<file path="src/rtl/ept_pkg.sv">
package ept_pkg;

    localparam int ADDR_W = 8;
    localparam int DATA_W = 32;

    localparam logic [ADDR_W-1:0] OFS_IDENT  = 8'h04;
    localparam logic [ADDR_W-1:0] OFS_GLOBAL = 8'h08;
    localparam logic [ADDR_W-1:0] OFS_TCTRL  = 8'h10;
    localparam logic [ADDR_W-1:0] OFS_COUNT  = 8'h14;
    localparam logic [ADDR_W-1:0] OFS_PERIOD = 8'h18;
    localparam logic [ADDR_W-1:0] OFS_CHBASE = 8'h20;

    typedef enum logic [1:0] {
        CLK_HALT  = 2'b00,
        CLK_RUN   = 2'b01,
        CLK_RSV_A = 2'b10,
        CLK_RSV_B = 2'b11
    } clk_mode_e;

    typedef enum logic [1:0] {
        EDGE_OFF  = 2'b00,
        EDGE_INV  = 2'b01,
        EDGE_NORM = 2'b10,
        EDGE_RSV  = 2'b11
    } edge_sel_e;

    // timer control: bits [4:3] mode, bits [2:0] prescale exponent
    typedef struct packed {
        clk_mode_e  mode;
        logic [2:0] ps;
    } tctrl_t;

    // channel control: bit 5 enable, bit 4 spare mode bit, bits [3:2] edge
    typedef struct packed {
        logic      en;
        logic      spare;
        edge_sel_e edge_sel;
    } chctrl_t;

    function automatic logic chan_active(chctrl_t c);
        return c.en && (c.edge_sel == EDGE_NORM || c.edge_sel == EDGE_INV);
    endfunction

    function automatic logic [DATA_W-1:0] pack_chctrl(logic flag, chctrl_t c);
        logic [DATA_W-1:0] w;
        w      = '0;
        w[7]   = flag;
        w[5:2] = c;
        return w;
    endfunction

endpackage

</file>
<file path="src/rtl/ept_shadow.sv">
module ept_shadow #(
    parameter int            W       = 16,
    parameter logic [W-1:0]  RST_VAL = '0
) (
    input  logic         clk,
    input  logic         rst,
    input  logic         we,
    input  logic [W-1:0] wdata,
    input  logic         running,
    input  logic         load,
    output logic [W-1:0] q
);

    logic [W-1:0] buf_q;
    logic         pend_q;

    always_ff @(posedge clk) begin
        if (rst) begin
            q      <= RST_VAL;
            buf_q  <= '0;
            pend_q <= 1'b0;
        end else if (we && !running) begin
            q      <= wdata;
            pend_q <= 1'b0;
        end else begin
            if (pend_q && (load || !running)) begin
                q      <= buf_q;
                pend_q <= 1'b0;
            end
            if (we) begin
                buf_q  <= wdata;
                pend_q <= 1'b1;
            end
        end
    end

    // a stopped-time write is in use the next cycle
    p_stopped_write_r5: assert property (@(posedge clk) disable iff (rst)
        (we && !running) |=> (q == $past(wdata)));

    // nothing changes the value in use between period starts while running
    p_running_hold_r6: assert property (@(posedge clk) disable iff (rst)
        (running && !load && !$past(rst)) |=> $stable(q));

endmodule

</file>
<file path="src/rtl/ept_timebase.sv">
module ept_timebase
    import ept_pkg::*;
#(
    parameter int CNT_W = 16,
    parameter int PS_W  = 3
) (
    input  logic             clk,
    input  logic             rst,
    input  logic             ctrl_we,
    input  tctrl_t           ctrl_wdata,
    input  logic             period_we,
    input  logic [CNT_W-1:0] period_wdata,
    output tctrl_t           ctrl_q,
    output logic [CNT_W-1:0] cnt_q,
    output logic [CNT_W-1:0] period_act,
    output logic             running,
    output logic             period_start
);

    localparam int DIV_W = (1 << PS_W) - 1;

    logic [DIV_W-1:0] div_q;
    logic [DIV_W-1:0] div_lim;
    logic             tick;

    assign running      = (ctrl_q.mode == CLK_RUN);
    assign div_lim      = (DIV_W'(1) << ctrl_q.ps) - DIV_W'(1);
    assign tick         = running && (div_q >= div_lim);
    assign period_start = tick && (cnt_q >= period_act);

    always_ff @(posedge clk) begin
        if (rst) begin
            ctrl_q <= '{mode: CLK_HALT, ps: '0};
        end else if (ctrl_we) begin
            ctrl_q <= ctrl_wdata;
        end
    end

    always_ff @(posedge clk) begin
        if (rst || !running || tick) begin
            div_q <= '0;
        end else begin
            div_q <= div_q + DIV_W'(1);
        end
    end

    always_ff @(posedge clk) begin
        if (rst) begin
            cnt_q <= '0;
        end else if (period_start) begin
            cnt_q <= '0;
        end else if (tick) begin
            cnt_q <= cnt_q + CNT_W'(1);
        end
    end

    ept_shadow #(
        .W       (CNT_W),
        .RST_VAL ({CNT_W{1'b1}})
    ) u_period (
        .clk     (clk),
        .rst     (rst),
        .we      (period_we),
        .wdata   (period_wdata),
        .running (running),
        .load    (period_start),
        .q       (period_act)
    );

    // a halted counter holds its value
    p_halt_holds_r3: assert property (@(posedge clk) disable iff (rst)
        (!running && !$past(rst)) |=> $stable(cnt_q));

    // below the limit a tick advances the count by exactly one
    p_step_one_r4: assert property (@(posedge clk) disable iff (rst)
        (tick && (cnt_q < period_act)) |=> (cnt_q == $past(cnt_q) + CNT_W'(1)));

    // a period start returns the count to zero
    p_wrap_zero_r4: assert property (@(posedge clk) disable iff (rst)
        period_start |=> (cnt_q == '0));

endmodule

</file>
<file path="src/rtl/ept_channel.sv">
module ept_channel
    import ept_pkg::*;
#(
    parameter int CNT_W = 16
) (
    input  logic              clk,
    input  logic              rst,
    input  logic              ctl_we,
    input  logic [DATA_W-1:0] ctl_wdata,
    input  logic              val_we,
    input  logic [CNT_W-1:0]  val_wdata,
    input  logic [CNT_W-1:0]  cnt_i,
    input  logic              running,
    input  logic              period_start,
    output logic [DATA_W-1:0] ctl_rd,
    output logic [CNT_W-1:0]  val_act,
    output logic              pwm_o
);

    chctrl_t ctl_q;
    logic    flag_q;
    logic    below;
    logic    flag_clr;

    assign flag_clr = ctl_we && ctl_wdata[7];

    always_ff @(posedge clk) begin
        if (rst) begin
            ctl_q <= '{en: 1'b0, spare: 1'b0, edge_sel: EDGE_OFF};
        end else if (ctl_we) begin
            ctl_q <= chctrl_t'(ctl_wdata[5:2]);
        end
    end

    always_ff @(posedge clk) begin
        if (rst) begin
            flag_q <= 1'b0;
        end else if (running && (cnt_i == val_act)) begin
            flag_q <= 1'b1;
        end else if (flag_clr) begin
            flag_q <= 1'b0;
        end
    end

    ept_shadow #(
        .W       (CNT_W),
        .RST_VAL ('0)
    ) u_thresh (
        .clk     (clk),
        .rst     (rst),
        .we      (val_we),
        .wdata   (val_wdata),
        .running (running),
        .load    (period_start),
        .q       (val_act)
    );

    assign below  = (cnt_i < val_act);
    assign ctl_rd = pack_chctrl(flag_q, ctl_q);

    always_comb begin
        pwm_o = 1'b0;
        if (chan_active(ctl_q)) begin
            pwm_o = (ctl_q.edge_sel == EDGE_INV) ? !below : below;
        end
    end

    // the flag only falls through a write of 1 to bit 7
    p_flag_sticky_r10: assert property (@(posedge clk) disable iff (rst)
        (flag_q && !flag_clr) |=> flag_q);

    // a channel whose enable bit is clear stays low
    p_disabled_low_r7: assert property (@(posedge clk) disable iff (rst)
        !ctl_q.en |-> !pwm_o);

    // zero threshold in normal polarity never drives high
    p_zero_low_r8: assert property (@(posedge clk) disable iff (rst)
        (ctl_q.edge_sel == EDGE_NORM && val_act == '0) |-> !pwm_o);

endmodule

</file>
<file path="src/rtl/edge_pwm_timer.sv">
module edge_pwm_timer
    import ept_pkg::*;
#(
    parameter int N_CH  = 4,
    parameter int CNT_W = 16,
    parameter int PS_W  = 3
) (
    input  logic              clk,
    input  logic              rst,
    input  logic              bus_we,
    input  logic [ADDR_W-1:0] bus_addr,
    input  logic [DATA_W-1:0] bus_wdata,
    output logic [DATA_W-1:0] bus_rdata,
    output logic [N_CH-1:0]   pwm_o
);

    localparam int IDX_W = ADDR_W - 3;

    tctrl_t            tctrl;
    logic [CNT_W-1:0]  cnt;
    logic [CNT_W-1:0]  period_act;
    logic              running;
    logic              period_start;

    logic [ADDR_W-1:0] ch_off;
    logic [IDX_W-1:0]  ch_idx;
    logic              ch_valid;

    logic [DATA_W-1:0] ctl_rd  [N_CH];
    logic [CNT_W-1:0]  val_act [N_CH];

    assign ch_off   = bus_addr - OFS_CHBASE;
    assign ch_idx   = ch_off[ADDR_W-1:3];
    assign ch_valid = (bus_addr >= OFS_CHBASE) && (bus_addr[1:0] == 2'b00)
                      && (int'(ch_idx) < N_CH);

    ept_timebase #(
        .CNT_W (CNT_W),
        .PS_W  (PS_W)
    ) u_timebase (
        .clk          (clk),
        .rst          (rst),
        .ctrl_we      (bus_we && bus_addr == OFS_TCTRL),
        .ctrl_wdata   (tctrl_t'(bus_wdata[4:0])),
        .period_we    (bus_we && bus_addr == OFS_PERIOD),
        .period_wdata (bus_wdata[CNT_W-1:0]),
        .ctrl_q       (tctrl),
        .cnt_q        (cnt),
        .period_act   (period_act),
        .running      (running),
        .period_start (period_start)
    );

    for (genvar g = 0; g < N_CH; g++) begin : g_ch
        logic sel;
        assign sel = bus_we && ch_valid && (ch_idx == IDX_W'(g));

        ept_channel #(
            .CNT_W (CNT_W)
        ) u_ch (
            .clk          (clk),
            .rst          (rst),
            .ctl_we       (sel && !bus_addr[2]),
            .ctl_wdata    (bus_wdata),
            .val_we       (sel && bus_addr[2]),
            .val_wdata    (bus_wdata[CNT_W-1:0]),
            .cnt_i        (cnt),
            .running      (running),
            .period_start (period_start),
            .ctl_rd       (ctl_rd[g]),
            .val_act      (val_act[g]),
            .pwm_o        (pwm_o[g])
        );
    end

    always_comb begin
        bus_rdata = '0;
        if (ch_valid) begin
            for (int i = 0; i < N_CH; i++) begin
                if (ch_idx == IDX_W'(i)) begin
                    bus_rdata = bus_addr[2] ? DATA_W'(val_act[i]) : ctl_rd[i];
                end
            end
        end else begin
            case (bus_addr)
                OFS_IDENT:  bus_rdata = DATA_W'(8'(N_CH));
                OFS_GLOBAL: bus_rdata = '0;
                OFS_TCTRL:  bus_rdata = DATA_W'(tctrl);
                OFS_COUNT:  bus_rdata = DATA_W'(cnt);
                OFS_PERIOD: bus_rdata = DATA_W'(period_act);
                default:    bus_rdata = '0;
            endcase
        end
    end

    // timer control bit 5 never reads back as 1
    p_no_center_r3: assert property (@(posedge clk) disable iff (rst)
        (bus_addr == OFS_TCTRL) |-> (bus_rdata[DATA_W-1:5] == '0));

endmodule

</file>
<file path="config.mk">
export PLATFORM = sky130hd
export DESIGN_NAME = edge_pwm_timer
export DESIGN_NICKNAME = d
export VERILOG_FILES = /design/src/rtl/ept_pkg.sv /design/src/rtl/ept_shadow.sv /design/src/rtl/ept_timebase.sv /design/src/rtl/ept_channel.sv /design/src/rtl/edge_pwm_timer.sv
export SDC_FILE = /design/constraint.sdc
export NUM_CORES = 1
export LEC_CHECK = 0
export BUFFER_PORTS_ARGS = -buffer_cell sky130_fd_sc_hd__buf_4
export CELL_PAD_IN_SITES_DETAIL_PLACEMENT = 1
export CELL_PAD_IN_SITES_GLOBAL_PLACEMENT = 1
export CORE_ASPECT_RATIO = 0.5
export CORE_MARGIN = 2
export CORE_UTILIZATION = 34
export DETAILED_ROUTE_END_ITERATION = 10
export PLACE_DENSITY = 0.74
export SYNTH_ARGS = -nofsm -noshare
export SYNTH_HDL_FRONTEND = slang
export SYNTH_SLANG_ARGS = --single-unit
</file>
<file path="constraint.sdc">
create_clock -name clk -period 4.2 [get_ports clk]
set_clock_uncertainty 0.15 [all_clocks]
set_input_delay 0.21 -clock clk [delete_from_list [all_inputs] [get_ports clk]]
set_output_delay 0.21 -clock clk [all_outputs]
set_load 0.02 [all_outputs]
</file>
==> summary.md <==
| Metric | Value |
|---|---|
| Status | `complete, no violations` |
| Die ar. | `0.0387 mm²` |
| Setup violators final | `0` |
| Achievable Freq | `0.302 GHz` |
| Die width | `276 µm` |
| Share of cells above drive strength 1 | `12.5%` |
| Initial Util | `34.8%` |
| Final WL | `42.0 mm` |
| Layout area overhead | `12.2%` |
| Slew @ Worst Pin | `903 ps` |
| Largest net degree at the start of global routing | `114` |
| RR Startpoint | `u_timebase.ctrl_q[0]` |
| Num rows | `49` |
| Root Driver | `clkbuf_16` |
| Maximum root-to-sink buffer count | `3` |
| DP HPWL | `30.9 mm` |
| Post-synth EDFFs | `0` |
| Area after DPL | `0.0132 mm²` |
| Hold Buf Count CTS | `17` |
| Reg2reg setup slack | `890 ps` |
| Unrepaired setup endpoints after global routing | `no` |
| Worst vdd ir | `0.000241 V` |
| Design Area, Final | `0.0141 mm²` |
| Clock-pin slew on the worst setup and hold paths | `70 ps` |
| Antenna violations before repair | `0` |
| Hold path cells | `2` |
| Routed vias/inst | `5.50` |
| Max FO, Critical Path | `17` |
| Netlist Area Pre-Place | `0.0126 mm²` |
| H-tree Lvls | `1` |
| Leak | `5.21 nW` |
| Worst-Skew Late Latency | `560 ps` |
| IO Port Bufs | `46` |
| Synth Register Bits | `213` |
| Design Power | `4.27 mW` |
| Fillers | `4313` |
| Antenna viol nets, final | `0` |
| Cell taking the most area after synthesis | `dfxtp_1` |
| Nets | `1647` |
| Post-CTS setup buffers | `0` |
| N_diodes | `0` |
| Number of buffers created by CTS | `23` |
| Post-cts resize count | `0` |
| Synth async-reset ratio | `0%` |
| Overall routing resource usage | `21.6%` |
| CP startpoint kind | `register` |
| CP Capture Type | `register` |
| Via count | `11000` |
| Hold-critical path endpoint | `u_timebase.u_period.buf_q[3]` |
| Hold path start | `rst` |
| Critical path arrival | `3610 ps` |
| Final critical-path share of the clock period | `78.9%` |
| Vias in the first global route | `10800` |
| Reg2reg path depth | `9` |
| Top_reg_cell synth | `dfxtp_1` |
| Synth cell types | `57` |
| Relative slew slack | `39.8%` |
| Die H | `140 µm` |
| Worst hold path type | `in2reg` |
| Slew Viols, Final | `0` |
| Post-synth top area share | `33.9%` |
| Worst EP required | `4500 ps` |
| Ys Warns | `0` |
| Remaining DRCs | `0` |
| Syn Inst Count | `1493` |
| Period minus WS final | `3310 ps` |
| Total core area | `0.0362 mm²` |
| I/O pins | `79` |
| Drt first pass iters | `7` |
| Setup TNS | `0 ps` |
| Worst r2r dst | `g_ch[0].u_ch.u_thresh.q[3]` |
| Power Density | `303 mW/mm²` |
| Global route total overflow | `0` |
| Global-route wire length before repair | `65.4 mm` |
| Avg Inst Size Synth | `8.43 µm²` |
| Gpl congestion | `0.895` |
| Seq/Total Area, Yosys | `33.9%` |
| Initial DRC count | `898` |
| Routed wire length per instance | `20.9 µm` |
| Hold Fails Final Rpt | `0` |
| CTS tree | `built` |
| Top cells by area, synth | `dfxtp_1 34%, ha_1 9.4%, mux2i_1 8.8%, a21oi_1 8.3%, nand2_1 6.4%` |
| WS Path Type | `reg2reg` |
| CTS Sinks | `213` |
| Final Util | `39.0%` |
| Max_cap viols | `0` |
state kept, by name, summed over array words and instances (netlist names):
register and cells:
g_ch.u_ch.u_thresh.pend_q 4, g_ch.u_ch.u_thresh.q 64, g_ch.u_ch.u_thresh.buf_q 64, u_timebase.u_period.pend_q 1
u_timebase.u_period.buf_q 16, g_ch.u_ch.ctl_rd 16, u_timebase.u_period.q 16, u_timebase.cnt_q 16
u_timebase.ctrl_q 5, g_ch.u_ch.flag_q 4, u_timebase.div_q 7
worst max path at each step:
stage / start / endpoint / cells past startpoint
2_1_floorplan: u_timebase.ctrl_q[0] / u_timebase.u_period.q[10] / 10
3_3_place_gp: bus_addr[5] / g_ch[2].u_ch.u_thresh.q[0] / 10
3_5_place_dp: bus_addr[5] / g_ch[2].u_ch.u_thresh.q[15] / 10
4_1_cts: u_timebase.cnt_q[13] / pwm_o[2] / 7
5_1_grt: u_timebase.ctrl_q[1] / g_ch[1].u_ch.u_thresh.q[15] / 9
6_report: u_timebase.ctrl_q[0] / g_ch[0].u_ch.u_thresh.q[3] / 9
cells by family (layout without fill, tap and decap cells):
group / after synthesis / count (layout) / share of synthesized area, %
AO/OA/AOI/OAI: 389 / 389 / 21.2
XOR/XNOR: 22 / 22 / 1.53
adder cells (fa/ha/maj): 95 / 95 / 9.44
buffers and inverters: 213 / 229 / 8.11
flip-flops: 213 / 213 / 33.9
multiplexers: 114 / 114 / 9.09
other: 1 / 16 / 0.0298
AND/OR/NAND/NOR: 446 / 446 / 16.7
synth_stat cells (all sizes together) (2+ instances only):
cell and number:
buf 50, o22a 2, xnor2 19, o21bai 4
nor4 3, or3 4, dfxtp 213, xor2 3
a21oi 208, nand3b 5, or3b 4, a221oi 8
inv 91, and3 11, nand4b 4, nor3 23
or4 2, mux2 3, and2 7, nor2 94
o21ai 31, nand4 19, a22oi 8, a2bb2oi 4
mux2i 111, nor2b 24, a21o 7, nand2 216
a211oi 84, clkbuf 72, o211ai 3, a221o 9
nor3b 2, nand3 21, a222oi 10, nand2b 3
o22ai 3, ha 95, a31o 6
report_power, final:
| part | total (mW) | switching, mW | leakage [nW] | internal, mW |
|---|---|---|---|---|
| Clock | 2.06 | 0.909 | 0.364 | 1.15 |
| Combinational | 0.194 | 0.141 | 3.13 | 0.0532 |
| Sequential | 2.02 | 0.00134 | 1.72 | 2.02 |
| Total | 4.27 | 1.05 | 5.21 | 3.22 |
metrics by stage:
stage | instances | setup slack [ps] | hold WS [ps]
finish | 2008 | 885 | 27.7
global route | 2008 | 686 | 59.6
CTS | 2008 | 915 | 24.9
detailed placement | 1951 | 928 | 291
global placement | 1951 | 982 | 284
floorplan | 1508 | 1480 | 244
metal layers:
layer	share of wire, %	global-route usage (%)
met1	50	32.5
met2	41	31.8
met3	7.2	3.62
met4	2.2	4.89
met5	0	0
cells in the final DEF (no fill, tap or decap), types with 9 or more instances in the layout:
cell	n
a211oi_1	44
a211oi_2	40
a21oi_1	207
a221o_1	9
a222oi_1	10
and3_1	11
buf_4	79
clkbuf_16	23
conb_1	16
dfxtp_1	213
dlygate4sd3_1	17
ha_1	95
inv_1	91
mux2i_1	111
nand2_1	216
nand3_1	21
nand4_1	19
nor2_1	86
nor2b_1	24
nor3_1	19
o21ai_0	30
xnor2_1	19
layout make-up:
cell class	instances	area [µm²]	share of cell area [%]
multi-input combinational	1082	7370	52.2
sequential	213	4260	30.2
timing repair buffer	98	795	5.62
clock buffer	30	642	4.54
tap	484	606	4.29
inverter	91	342	2.42
clock inverter	10	103	0.726
worst max-delay path, cell delays in order (launching register included):
cell and delay [ps]:
dfxtp_1 370, or3_1 390, ha_1 270, nor2b_1 100
o21ai_0 150, a21oi_2 750, a2bb2oi_4 290, and2_1 240
buf_4 200, a211oi_1 290
No activity file was read; power rests on OpenSTA's default activity.
